**src/rtl/fpm_pkg.sv**
```systemverilog
package fpm_pkg;

  typedef enum logic [2:0] {
    ST_IDLE,
    ST_ROW,
    ST_CASL,
    ST_CASH,
    ST_PRE,
    ST_REF
  } fpm_state_t;

  function automatic int fpm_max(input int a, input int b);
    return (a > b) ? a : b;
  endfunction

endpackage

```
**src/rtl/fpm_refresh_sched.sv**
```systemverilog
module fpm_refresh_sched #(
  parameter int AW           = 10,
  parameter int REF_INTERVAL = 520
) (
  input  logic          clk,
  input  logic          rst,
  input  logic          ref_ack,
  output logic          ref_pending,
  output logic [AW-1:0] ref_row
);

  localparam int IW = (REF_INTERVAL > 1) ? $clog2(REF_INTERVAL) : 1;

  logic [IW-1:0] tick_cnt;

  // interval timer: free running, one request per period
  always_ff @(posedge clk) begin
    if (rst) begin
      tick_cnt    <= '0;
      ref_pending <= 1'b0;
    end else begin
      if (ref_ack) ref_pending <= 1'b0;
      if (tick_cnt == IW'(REF_INTERVAL - 1)) begin
        tick_cnt    <= '0;
        ref_pending <= 1'b1;
      end else begin
        tick_cnt <= tick_cnt + IW'(1);
      end
    end
  end

  // row pointer covers all 2**AW rows and wraps
  always_ff @(posedge clk) begin
    if (rst) ref_row <= '0;
    else if (ref_ack) ref_row <= ref_row + AW'(1);
  end

endmodule

```
**src/rtl/fpm_strobe_seq.sv**
```systemverilog
module fpm_strobe_seq
  import fpm_pkg::*;
#(
  parameter int AW     = 10,
  parameter int DW     = 16,
  parameter int BEATS  = 4,
  parameter int T_RCD  = 1,
  parameter int T_CASL = 1,
  parameter int T_CASH = 1,
  parameter int T_RP   = 2,
  parameter int T_RAS  = 2
) (
  input  logic            clk,
  input  logic            rst,
  input  logic            req_valid,
  output logic            req_ready,
  input  logic            req_write,
  input  logic            req_burst,
  input  logic [2*AW-1:0] req_addr,
  input  logic [DW-1:0]   req_wdata,
  output logic            rd_valid,
  output logic [DW-1:0]   rd_data,
  input  logic            ref_pending,
  input  logic [AW-1:0]   ref_row,
  output logic            ref_ack,
  output logic [AW-1:0]   dram_addr,
  output logic            dram_ras_n,
  output logic            dram_cas_n,
  output logic            dram_we_n,
  output logic            dram_oe_n,
  output logic [DW-1:0]   dram_dq_out,
  output logic            dram_dq_oe,
  input  logic [DW-1:0]   dram_dq_in
);

  localparam int BW   = $clog2(BEATS);
  localparam int TMAX = fpm_max(fpm_max(fpm_max(T_RCD, T_CASL), fpm_max(T_CASH, T_RP)), T_RAS);
  localparam int CW   = $clog2(TMAX + 1);

  fpm_state_t    state;
  logic [CW-1:0] cnt;
  logic [BW-1:0] beat;
  logic [AW-1:0] col_q;
  logic          is_wr;
  logic          is_burst;
  logic          cnt_done;

  assign cnt_done  = (cnt == '0);
  assign req_ready = (state == ST_IDLE) && !ref_pending;

  always_ff @(posedge clk) begin
    if (rst) begin
      state       <= ST_IDLE;
      cnt         <= '0;
      beat        <= '0;
      col_q       <= '0;
      is_wr       <= 1'b0;
      is_burst    <= 1'b0;
      dram_addr   <= '0;
      dram_ras_n  <= 1'b1;
      dram_cas_n  <= 1'b1;
      dram_we_n   <= 1'b1;
      dram_oe_n   <= 1'b1;
      dram_dq_out <= '0;
      dram_dq_oe  <= 1'b0;
      rd_valid    <= 1'b0;
      rd_data     <= '0;
      ref_ack     <= 1'b0;
    end else begin
      rd_valid <= 1'b0;
      ref_ack  <= 1'b0;
      case (state)
        ST_IDLE: begin
          if (ref_pending) begin
            // row-only refresh cycle
            state      <= ST_REF;
            dram_ras_n <= 1'b0;
            dram_addr  <= ref_row;
            ref_ack    <= 1'b1;
            cnt        <= CW'(T_RAS - 1);
          end else if (req_valid) begin
            state       <= ST_ROW;
            dram_ras_n  <= 1'b0;
            dram_addr   <= req_addr[2*AW-1:AW];
            is_wr       <= req_write;
            is_burst    <= req_burst && !req_write;
            col_q       <= (req_burst && !req_write) ?
                           {req_addr[AW-1:BW], BW'(0)} : req_addr[AW-1:0];
            beat        <= '0;
            dram_we_n   <= !req_write;  // early write: WE low with the row
            dram_dq_oe  <= req_write;
            dram_dq_out <= req_wdata;
            cnt         <= CW'(T_RCD - 1);
          end
        end
        ST_ROW: begin
          if (cnt_done) begin
            state      <= ST_CASL;
            dram_cas_n <= 1'b0;
            dram_addr  <= col_q;
            dram_oe_n  <= is_wr;
            cnt        <= CW'(T_CASL - 1);
          end else begin
            cnt <= cnt - CW'(1);
          end
        end
        ST_CASL: begin
          if (cnt_done) begin
            dram_cas_n <= 1'b1;
            dram_oe_n  <= 1'b1;
            if (!is_wr) begin
              rd_valid <= 1'b1;
              rd_data  <= dram_dq_in;
            end
            if (is_burst && (beat != BW'(BEATS - 1))) begin
              // page mode: row stays open
              state <= ST_CASH;
              beat  <= beat + BW'(1);
              col_q <= col_q + AW'(1);
              cnt   <= CW'(T_CASH - 1);
            end else begin
              state      <= ST_PRE;
              dram_ras_n <= 1'b1;
              dram_we_n  <= 1'b1;
              dram_dq_oe <= 1'b0;
              cnt        <= CW'(T_RP - 1);
            end
          end else begin
            cnt <= cnt - CW'(1);
          end
        end
        ST_CASH: begin
          if (cnt_done) begin
            state      <= ST_CASL;
            dram_cas_n <= 1'b0;
            dram_addr  <= col_q;
            dram_oe_n  <= 1'b0;
            cnt        <= CW'(T_CASL - 1);
          end else begin
            cnt <= cnt - CW'(1);
          end
        end
        ST_REF: begin
          if (cnt_done) begin
            state      <= ST_PRE;
            dram_ras_n <= 1'b1;
            cnt        <= CW'(T_RP - 1);
          end else begin
            cnt <= cnt - CW'(1);
          end
        end
        ST_PRE: begin
          if (cnt_done) state <= ST_IDLE;
          else cnt <= cnt - CW'(1);
        end
        default: state <= ST_IDLE;
      endcase
    end
  end

endmodule

```
**src/rtl/fpm_dram_ctrl.sv**
```systemverilog
module fpm_dram_ctrl #(
  parameter int AW           = 10,
  parameter int DW           = 16,
  parameter int BEATS        = 4,
  parameter int T_RCD        = 1,
  parameter int T_CASL       = 1,
  parameter int T_CASH       = 1,
  parameter int T_RP         = 2,
  parameter int T_RAS        = 2,
  parameter int REF_INTERVAL = 520
) (
  input  logic            clk,
  input  logic            rst,
  input  logic            req_valid,
  output logic            req_ready,
  input  logic            req_write,
  input  logic            req_burst,
  input  logic [2*AW-1:0] req_addr,
  input  logic [DW-1:0]   req_wdata,
  output logic            rd_valid,
  output logic [DW-1:0]   rd_data,
  output logic [AW-1:0]   dram_addr,
  output logic            dram_ras_n,
  output logic            dram_cas_n,
  output logic            dram_we_n,
  output logic            dram_oe_n,
  output logic [DW-1:0]   dram_dq_out,
  output logic            dram_dq_oe,
  input  logic [DW-1:0]   dram_dq_in
);

  logic          ref_pending;
  logic          ref_ack;
  logic [AW-1:0] ref_row;

  fpm_refresh_sched #(
    .AW           (AW),
    .REF_INTERVAL (REF_INTERVAL)
  ) u_ref (
    .clk         (clk),
    .rst         (rst),
    .ref_ack     (ref_ack),
    .ref_pending (ref_pending),
    .ref_row     (ref_row)
  );

  fpm_strobe_seq #(
    .AW     (AW),
    .DW     (DW),
    .BEATS  (BEATS),
    .T_RCD  (T_RCD),
    .T_CASL (T_CASL),
    .T_CASH (T_CASH),
    .T_RP   (T_RP),
    .T_RAS  (T_RAS)
  ) u_seq (
    .clk         (clk),
    .rst         (rst),
    .req_valid   (req_valid),
    .req_ready   (req_ready),
    .req_write   (req_write),
    .req_burst   (req_burst),
    .req_addr    (req_addr),
    .req_wdata   (req_wdata),
    .rd_valid    (rd_valid),
    .rd_data     (rd_data),
    .ref_pending (ref_pending),
    .ref_row     (ref_row),
    .ref_ack     (ref_ack),
    .dram_addr   (dram_addr),
    .dram_ras_n  (dram_ras_n),
    .dram_cas_n  (dram_cas_n),
    .dram_we_n   (dram_we_n),
    .dram_oe_n   (dram_oe_n),
    .dram_dq_out (dram_dq_out),
    .dram_dq_oe  (dram_dq_oe),
    .dram_dq_in  (dram_dq_in)
  );

endmodule

```
**config.mk**
```make
export PLATFORM = sky130hd
export DESIGN_NAME = fpm_dram_ctrl
export DESIGN_NICKNAME = d
export VERILOG_FILES = /design/src/rtl/fpm_pkg.sv /design/src/rtl/fpm_refresh_sched.sv /design/src/rtl/fpm_strobe_seq.sv /design/src/rtl/fpm_dram_ctrl.sv
export SDC_FILE = /design/constraint.sdc
export NUM_CORES = 1
export LEC_CHECK = 0
export ABC_AREA = 1
export CAP_MARGIN = 30
export CORE_UTILIZATION = 40
export CTS_CLUSTER_DIAMETER = 150
export CTS_CLUSTER_SIZE = 12
export DETAILED_ROUTE_END_ITERATION = 10
export GPL_TIMING_DRIVEN = 0
export PLACE_DENSITY = 0.64
export SLEW_MARGIN = 20
export SYNTH_ARGS = -nofsm -noshare
export SYNTH_HDL_FRONTEND = slang
export SYNTH_SLANG_ARGS = --single-unit
```
**constraint.sdc**
```tcl
create_clock -name clk -period 5.2 [get_ports clk]
set_clock_uncertainty 0.1 [all_clocks]
set_input_delay 0.52 -clock clk [delete_from_list [all_inputs] [get_ports clk]]
set_output_delay 0.52 -clock clk [all_outputs]
set_load 0.01 [all_outputs]
```
== Word-level counts from Yosys, hierarchy flattened ==
Index checks and enable logic that the tools add are counted.

* Input port bits: 57
* Flip-flop bits (word level): 89
* Word-level logic and storage cells: 128
* Output and inout port bits: 49

* Bitwise gates (word level): 5
* Equality and inequality tests: 19
* Muxes and demuxes: 52
* Reduce and logical (&&, ||, !) cells: 28
* $add $sub $neg: 5

{| class="wikitable"
|+ Operators by type and width
! kind !! count
|-
| 10-bit 2-to-1 mux || 7
|-
| 10-bit one-hot mux with 2 select lines || 2
|-
| 10-bit by 1-bit adder with 10-bit output, second input constant || 3
|-
| 3-bit 2-to-1 mux || 7
|-
| 2-bit 2-to-1 mux || 10
|-
| 5-bit AND reduction || 4
|-
| 1-bit 2-to-1 mux || 18
|-
| 3-bit one-hot mux with 5 select lines || 1
|-
| 3-bit AND reduction || 5
|-
| 2-bit by 1-bit != test with 1-bit output, second input constant || 7
|-
| 10-bit equality test, second input constant || 1
|-
| 2-bit != test, second input constant || 5
|-
| 2-bit one-hot mux with 5 select lines || 1
|-
| 2-bit nonzero test || 4
|-
| 3-bit by 2-bit equality test with 1-bit output, second input constant || 2
|-
| 3-bit equality test, second input constant || 2
|-
| 1-bit one-hot mux with 2 select lines || 3
|-
| 1-bit one-hot mux with 3 select lines || 2
|-
| 3-bit nonzero test || 2
|-
| 2-bit OR reduction || 3
|-
| 1-bit inverter || 5
|-
| 5-bit nonzero test || 1
|-
| 2-bit one-hot mux with 2 select lines || 1
|-
| 4-bit AND reduction || 1
|-
| other kinds (9) || 12
|}

== Logic depth before layout (Yosys ltp) ==
Gate-level depths: netlist of the first run.

* Depth in word-level cells: 6
* Depth in mapped cells: 11
* Depth with buffers taken out: 10

== By module ==
Synthesis of the first run repeated with hierarchy kept, for this count alone.

* Cell total of the unflattened synthesis: 654
* Area total of the unflattened synthesis: 4393.0 µm²

{| class="wikitable"
|+ Modules (own cells, without submodules)
! module !! area an instance (µm²) !! cells an instance !! instances !! sequential area each (µm²)
|-
| fpm_strobe_seq || 3419.5 || 518 || 1 || 1361.3
|-
| fpm_refresh_sched || 973.4 || 136 || 1 || 420.4
|}

== Worst setup path before layout of the first run ==
No wires, ideal clock.

* Path kind: register to register
* Start point: reg u_seq.cnt[0]
* End point: reg u_seq.dram_addr[5]
* Library setup time: 0.113 ns
* Clock period less this slack: 1.644 ns
* Path slack: 3.556 ns
* Cell stages (with the launch flop): 12
* Data required time: 4.987 ns
* Data arrival time: 1.431 ns
* Path buffers: 1
* Path through: dfxtp_1 inv_1 ha_1 inv_1 nand2_1 nand2_1 inv_2 o21ai_2 buf_2 nand2_1 nand2_1 nor2_1

* Cells in the longest elaborated chain, start to end: 3

{| class="wikitable"
|+ RTL lines
! element !! RTL line !! RTL
|-
| start, declared || fpm_strobe_seq.sv:41 || <nowiki>logic [CW-1:0] cnt;</nowiki>
|-
| start signal, assigned || fpm_strobe_seq.sv:80 || <nowiki>cnt <= CW'(T_RAS - 1);</nowiki>
|-
| start signal, assigned || fpm_strobe_seq.sv:93 || <nowiki>cnt <= CW'(T_RCD - 1);</nowiki>
|-
| start signal, assigned || fpm_strobe_seq.sv:102 || <nowiki>cnt <= CW'(T_CASL - 1);</nowiki>
|-
| 2-bit logical NOT || fpm_strobe_seq.sv:48 || <nowiki>assign cnt_done = (cnt == '0);</nowiki>
|-
| 2-bit by 1-bit != test with 1-bit output (no source line) || n/a ||
|-
| 3-bit AND reduction (no source line) || n/a ||
|-
| end signal, assigned || fpm_strobe_seq.sv:78 || <nowiki>dram_addr <= ref_row;</nowiki>
|-
| end signal, assigned || fpm_strobe_seq.sv:84 || <nowiki>dram_addr <= req_addr[2*AW-1:AW];</nowiki>
|-
| end signal, assigned || fpm_strobe_seq.sv:100 || <nowiki>dram_addr <= col_q;</nowiki>
|-
| end, declared || fpm_strobe_seq.sv:26 || <nowiki>output logic [AW-1:0] dram_addr,</nowiki>
|}

Every way passes these cells.
A chain may end at the register's enable or synchronous reset.

== Final worst setup path of the first run ==
* Start point: reg u_ref.ref_pending
* End point: out req_ready

* Cells in the longest elaborated chain, start to end: 2

{| class="wikitable"
|+ RTL lines
! element !! RTL line !! RTL
|-
| start, declared || fpm_refresh_sched.sv:8 || <nowiki>output logic ref_pending,</nowiki>
|-
| start signal, assigned || fpm_refresh_sched.sv:20 || <nowiki>ref_pending <= 1'b0;</nowiki>
|-
| start signal, assigned || fpm_refresh_sched.sv:22 || <nowiki>if (ref_ack) ref_pending <= 1'b0;</nowiki>
|-
| start signal, assigned || fpm_refresh_sched.sv:25 || <nowiki>ref_pending <= 1'b1;</nowiki>
|-
| 1-bit logical NOT || fpm_strobe_seq.sv:49 || <nowiki>assign req_ready = (state == ST_IDLE) && !ref_pending;</nowiki>
|-
| 1-bit logical AND || fpm_strobe_seq.sv:49 ||
|-
| end, declared || fpm_dram_ctrl.sv:15 || <nowiki>output logic req_ready,</nowiki>
|}

Every way passes these cells.

==> results.ini, run 1 <==
[final_layout]
drive_gt1_frac=0.0580
area_growth_pct=32.9
nets=801
diodes=0

[drt]
drtAntennaViolNets=0
dr.first_iter.drc_count=267
via_per_inst=4.90
vias=4303
drt_drc_violations_left=0
drtPass1Iterations=5
avgRoutedWirePerCell_um=13.1
routed_wl_um=11500

[sta]
timing.final.max_slew_violations=0
slew_headroom=0.605
setup_violations=0
hold_violations=0
final.period_utilization=0.459
fmax_ghz=0.419
tns_ns=0
fin_crit_ns=2.39
tightest_slew_ns=0.592
rsz0062_at_grt=no

[logic_synthesis]
synth-seq-area-share=0.423
synth.avg_cell_area_sq_um=6.77
synthDominantCellAreaShare=0.423
synth_area_leaders=dfxtp_1, nand2_1, nor2_1
ys_seq_elements=89
synthCells=622
yosysUniqueCellTypes=32
syn-num-nets=686
netlist_area_sq_mm=0.00421
yosys_warnings=0
synth_area_leader_cell=dfxtp_1

[clock_tree]
clkTransAtPathRegs_ns=0.08
cts-resized-gates=0
post_cts_buffers=0
cts_made_buffers=9
cts_tree=built
cts.sink_count=89
cts-root-buf=clkbuf_8
cts_buffer_depth=2
cts-htree-levels=3
clk_latency_ns=0.36
hold_buffers=0

[setup_path]
rr_worst_depth=11
critPathLaunchType=flip-flop
cp_max_fo=10
required_ns=4.58
crit_arrival_ns=1.77
cp-end-kind=output pin
path_class=flip-flop to output pin

[global_route]
grt_max_degree=14
track_usage=0.213
first_global_vias=3966
antenna_found_initial=0
grt_pass1_wl_um=18500
grt_overflow=0

[hold_path]
min_path_cells=1
min_path_type=flip-flop to flip-flop

[power_and_ir_drop]
powerDensity_mw_per_mm2=459
switchingPower_mw=1.02
clkPwrFrac=0.170
p_int_mw=1.54
swShare=0.399
pwr-share-comb=0.452
totalPowerFinal_mw=2.57
ir_drop_mv=0.222
power_frac_seq=0.378
power_leakage_nw=2.23

[floorplan]
core_sq_mm=0.0103
rows=37
initial_core_util=0.410
die-area_sq_mm=0.0109
io_pins=106
chipHeight_um=105
die_x_um=105

[placement]
place_congestion=0.880
dp_hpwl_um=8690
io_buffers=104

[run]
maxCapViolations=0

[status]
status=finished, final reports clean

## path summary, 6_finish.rpt
check | slack [ns] | from | end
min reg2reg | 0.36 | u_ref.ref_row[7]$_SDFFE_PP0P_ | u_ref.ref_row[7]$_SDFFE_PP0P_
max | 2.81 | u_ref.ref_pending$_SDFFE_PP0P_ | req_ready
max reg2reg | 3.27 | u_seq.cnt[0]$_SDFFE_PP0P_ | u_seq.dram_addr[3]$_SDFFE_PP0P_
min | 0.36 | u_ref.ref_row[7]$_SDFFE_PP0P_ | u_ref.ref_row[7]$_SDFFE_PP0P_
## power groups by stage
stage	registers, mW	clock network, mW	logic [mW]
4_1_cts	0.971	0.453	1.16
2_1_floorplan	1.01	0	0.672
3_3_place_gp	0.981	0	1.14
5_1_grt	0.994	0.480	1.29
6_report	0.971	0.438	1.16
3_5_place_dp	0.986	0	1.15
## critical path, cell delays in order (launching register included)
cell and delay [ns]:
dfxtp_1 0.43, clkbuf_1 0.36, nor2_1 0.12, clkdlybuf4s50_1 0.50
## routing by layer
metal  wire length (um)  GRT usage  vias to the layer above
met5                  0          0                        -
met4                227     0.0956                        0
met2               5280      0.345                      137
met3                672     0.0424                       21
met1               5370      0.273                     1916
li1                   -          -                     2229
## synthesized netlist by cell type
library cell / instances
nor3_1: 8
nand4_1: 5
buf_4: 2
o31ai_1: 2
buf_6: 1
dfxtp_1: 89
a211oi_1: 2
clkinv_1: 2
a21oi_1: 44
o21ai_0: 51
and2_1: 1
clkbuf_1: 10
o21ai_1: 1
xor2_1: 3
nand2_4: 1
nand2_2: 3
ha_1: 7
o22ai_1: 3
nor2_4: 4
o21bai_1: 3
o21ai_2: 3
nand3_1: 53
inv_2: 5
nor2_1: 111
nand3b_1: 1
buf_2: 8
nand2_1: 134
or2_2: 1
nand3_4: 1
inv_1: 60
a22oi_1: 1
buf_1: 2
## through the flow
step | hold slack, ns | std cells | setup slack [ns] | utilization | cell area, sq um
final | 0.363 | 878 | 2.81 | 0.545 | 5600
after global routing | 0.386 | 878 | 2.69 | 0.545 | 5600
after CTS | 0.367 | 878 | 2.78 | 0.545 | 5600
after detailed placement | 0.348 | 862 | 2.97 | 0.528 | 5420
after global placement | 0.342 | 862 | 2.99 | 0.528 | 5420
after floorplan | 0.324 | 622 | 3.56 | - | 4210
## layout make-up
cell class / count / area, sq um
repair buffers: 104 / 1040
flip-flops and latches: 89 / 1780
multi-input cells: 443 / 2070
plain buffers: 23 / 111
clock buffers: 13 / 159
inverters: 67 / 251
well taps: 136 / 170
fillers: 1029 / 4680
clock inverters: 3 / 15.0
## cells in the final DEF (no fill, tap or decap)
cell / count
a211oi_1: 2
a21oi_1: 44
a22oi_1: 1
and2_1: 1
buf_1: 2
buf_2: 8
buf_4: 2
buf_6: 1
clkbuf_1: 12
clkbuf_8: 11
clkdlybuf4s50_1: 104
clkinv_1: 2
clkinv_2: 3
dfxtp_1: 89
ha_1: 7
inv_1: 60
inv_2: 5
nand2_1: 134
nand2_2: 3
nand2_4: 1
nand3_1: 53
nand3_4: 1
nand3b_1: 1
nand4_1: 5
nor2_1: 111
nor2_4: 4
nor3_1: 8
o21ai_0: 51
o21ai_1: 1
o21ai_2: 3
o21bai_1: 3
o22ai_1: 3
o31ai_1: 2
or2_2: 1
xor2_1: 3
## logic make-up (layout without fill, tap and decap cells)
family	Yosys count	in the layout	synth area share
compound gates	110	110	0.139
xor+xnor	3	3	0.00624
fa+ha+maj	7	7	0.0208
buf+inv	90	210	0.0861
flops	89	89	0.423
simple gates	323	323	0.325
## flip-flops by register name (all words and copies together), names as in the netlist, 2 cells and up
signal / cells
u_ref.ref_row: 10
u_ref.tick_cnt: 10
u_seq.beat: 2
u_seq.cnt: 2
u_seq.col_q: 10
u_seq.dram_addr: 10
u_seq.dram_dq_out: 16
u_seq.rd_data: 16
u_seq.state: 3
Note: power is estimated with default switching activity, not from simulation.
==> run 2: changes to the inputs <==
--- a/config.mk
+++ b/config.mk
@@ -12,7 +12,7 @@
 export CTS_CLUSTER_SIZE = 12
 export DETAILED_ROUTE_END_ITERATION = 10
 export GPL_TIMING_DRIVEN = 0
-export PLACE_DENSITY = 0.64
+export PLACE_DENSITY = 0.67
 export SLEW_MARGIN = 20
 export SYNTH_ARGS = -nofsm -noshare
 export SYNTH_HDL_FRONTEND = slang
==> constraint.sdc (replaced) <==
create_clock -name clk -period 2.15 [get_ports clk]
set_clock_uncertainty 0.1 [all_clocks]
set_input_delay 0.215 -clock clk [delete_from_list [all_inputs] [get_ports clk]]
set_output_delay 0.215 -clock clk [all_outputs]
set_load 0.01 [all_outputs]
==> results.ini, run 2 (same netlist as run 1, synthesis figures left out) <==
[status]
status=finished, final reports clean

[placement]
io_buffers=104  ; unchanged
place_congestion=0.897  ; +2.0%
dp_hpwl_um=8700  ; about the same

[floorplan]
die-area_sq_mm=0.0109  ; unchanged
chipHeight_um=105  ; unchanged
rows=37  ; unchanged
io_pins=106  ; unchanged
die_x_um=105  ; unchanged
initial_core_util=0.410  ; unchanged
core_sq_mm=0.0103  ; unchanged

[sta]
timing.final.max_slew_violations=0  ; unchanged
rsz0062_at_grt=no
tns_ns=0  ; unchanged
hold_violations=0  ; unchanged
setup_violations=0  ; unchanged
slew_headroom=0.603  ; -0.00173
holdWs_ns=0.293  ; -0.0703 ns
final.period_utilization=0.943
tightest_slew_ns=0.595  ; +0.00260 ns
fin_crit_ns=2.03
fmax_ghz=0.493

[clock_tree]
cts_made_buffers=9  ; unchanged
post_cts_buffers=0  ; unchanged
cts.sink_count=89  ; unchanged
cts-htree-levels=3  ; unchanged
hold_buffers=0  ; unchanged
clkTransAtPathRegs_ns=0.09  ; about the same
cts_buffer_depth=2  ; unchanged
cts-root-buf=clkbuf_8
cts-resized-gates=0  ; unchanged
cts_tree=built
clk_latency_ns=0.36  ; about the same

[global_route]
grt_overflow=0  ; unchanged
grt_max_degree=15  ; +1
first_global_vias=4186  ; +5.5%
grt_pass1_wl_um=19500  ; +5.4%
antenna_found_initial=0  ; unchanged
track_usage=0.220  ; +0.00725

[drt]
avgRoutedWirePerCell_um=13.2  ; +0.65%
drtAntennaViolNets=0  ; unchanged
dr.first_iter.drc_count=263  ; -1.5%
routed_wl_um=11600  ; +0.54%
drt_drc_violations_left=0  ; unchanged
drtPass1Iterations=5  ; unchanged
via_per_inst=4.92  ; +0.49%
vias=4319  ; +0.37%

[power_and_ir_drop]
power_leakage_nw=2.26  ; +1.5%
ir_drop_mv=0.515  ; +130%
powerDensity_mw_per_mm2=1160  ; +150%

[final_layout]
ff_latch_area_sq_mm=0.00178  ; +0.14%
diodes=0  ; unchanged
nets=800  ; -0.12%
layout_commonest_cell=nand2_1
drive_gt1_frac=0.0621  ; +0.00413
area_growth_pct=34.7
multi_input_area_sq_mm=0.00207  ; unchanged
fillerInstances=983  ; -4.5%
most-common-layout-cells=nand2_1, nor2_1, clkdlybuf4s50_1
reg_top3=u_seq.dram_dq_out x16, u_seq.rd_data x16

[hold_path]
min_path_type=primary input to flip-flop

[setup_path]
cp-end-kind=output pin
path_cells=inv_2 > nand2_1 > nor2_1 > clkdlybuf4s50_1
cp_max_fo=6  ; -4
required_ns=1.84  ; -2.74 ns
max_stage_delay_ns=0.55  ; +0.05 ns
crit_slowest_cell=clkdlybuf4s50_1
path_class=flip-flop to output pin
crit_arrival_ns=1.71  ; -0.06 ns
critPathLaunchType=flip-flop

[run]
maxCapViolations=0  ; unchanged

## run 2: path summary, 6_finish.rpt
kind	endpoint	slack, ns	startpoint	cells past startpoint
worst max-delay path	req_ready	0.12	u_seq.state[2]$_SDFFE_PP0P_	4
worst min register to register	u_ref.ref_row[7]$_SDFFE_PP0P_	0.36	u_ref.ref_row[7]$_SDFFE_PP0P_	1
worst max register to register	u_seq.dram_addr[8]$_SDFFE_PP0P_	0.24	u_seq.cnt[0]$_SDFFE_PP0P_	11
worst min-delay path	u_seq.is_burst$_SDFFE_PP0P_	0.29	rst	2
## run 2: area by class of cell
type	count	share of cell area
timing repair buffer	104	0.183
buffer	22	0.0190
sequential	89	0.314
multi-input combinational	443	0.364
tap	136	0.0300
inverter	67	0.0443
clock buffer	12	0.0273
clock inverter	4	0.0174
## run 2: routing by layer
layer,GRT usage,up-vias,wire length (um)
met4,0.0654,0,96
li1,-,2227,-
met5,0,-,0
met1,0.279,1944,5380
met2,0.371,137,5450
met3,0.0505,11,679
## run 2: stage by stage
step | setup slack, ns | area [sq um] | std cells | util | total power [mW]
6_report | 0.122 | 5680 | 877 | 0.552 | 6.60
5_1_grt | 0.0365 | 5680 | 877 | 0.552 | 7.10
4_1_cts | 0.0458 | 5680 | 878 | 0.552 | 6.64
3_5_place_dp | 0.221 | 5420 | 862 | 0.528 | 5.18
3_3_place_gp | 0.240 | 5420 | 862 | 0.528 | 5.13
2_1_floorplan | 0.506 | 4210 | 622 | - | 4.08
## run 2: critical path, delay by kind of cell, from the launching register on
kind | cells | cell delay [ns]
and+or+nand+nor | 2 | 0.24
DFF | 1 | 0.40
buffers and inverters | 2 | 0.71
## run 2: power by group
group          leakage, nW  switching (mW)  internal (mW)
logic                 1.41            1.59           1.21
clock network        0.127           0.594          0.839
registers            0.729           0.314           2.05
==> run 3: changes to the inputs <==
--- a/config.mk
+++ b/config.mk
@@ -13,6 +13,7 @@
 export DETAILED_ROUTE_END_ITERATION = 10
 export GPL_TIMING_DRIVEN = 0
 export PLACE_DENSITY = 0.67
+export SKIP_LAST_GASP = 1
 export SLEW_MARGIN = 20
 export SYNTH_ARGS = -nofsm -noshare
 export SYNTH_HDL_FRONTEND = slang
==> results of run 3 <==
Same layout as run 2: the final DEF is identical, and so are final timing and power.
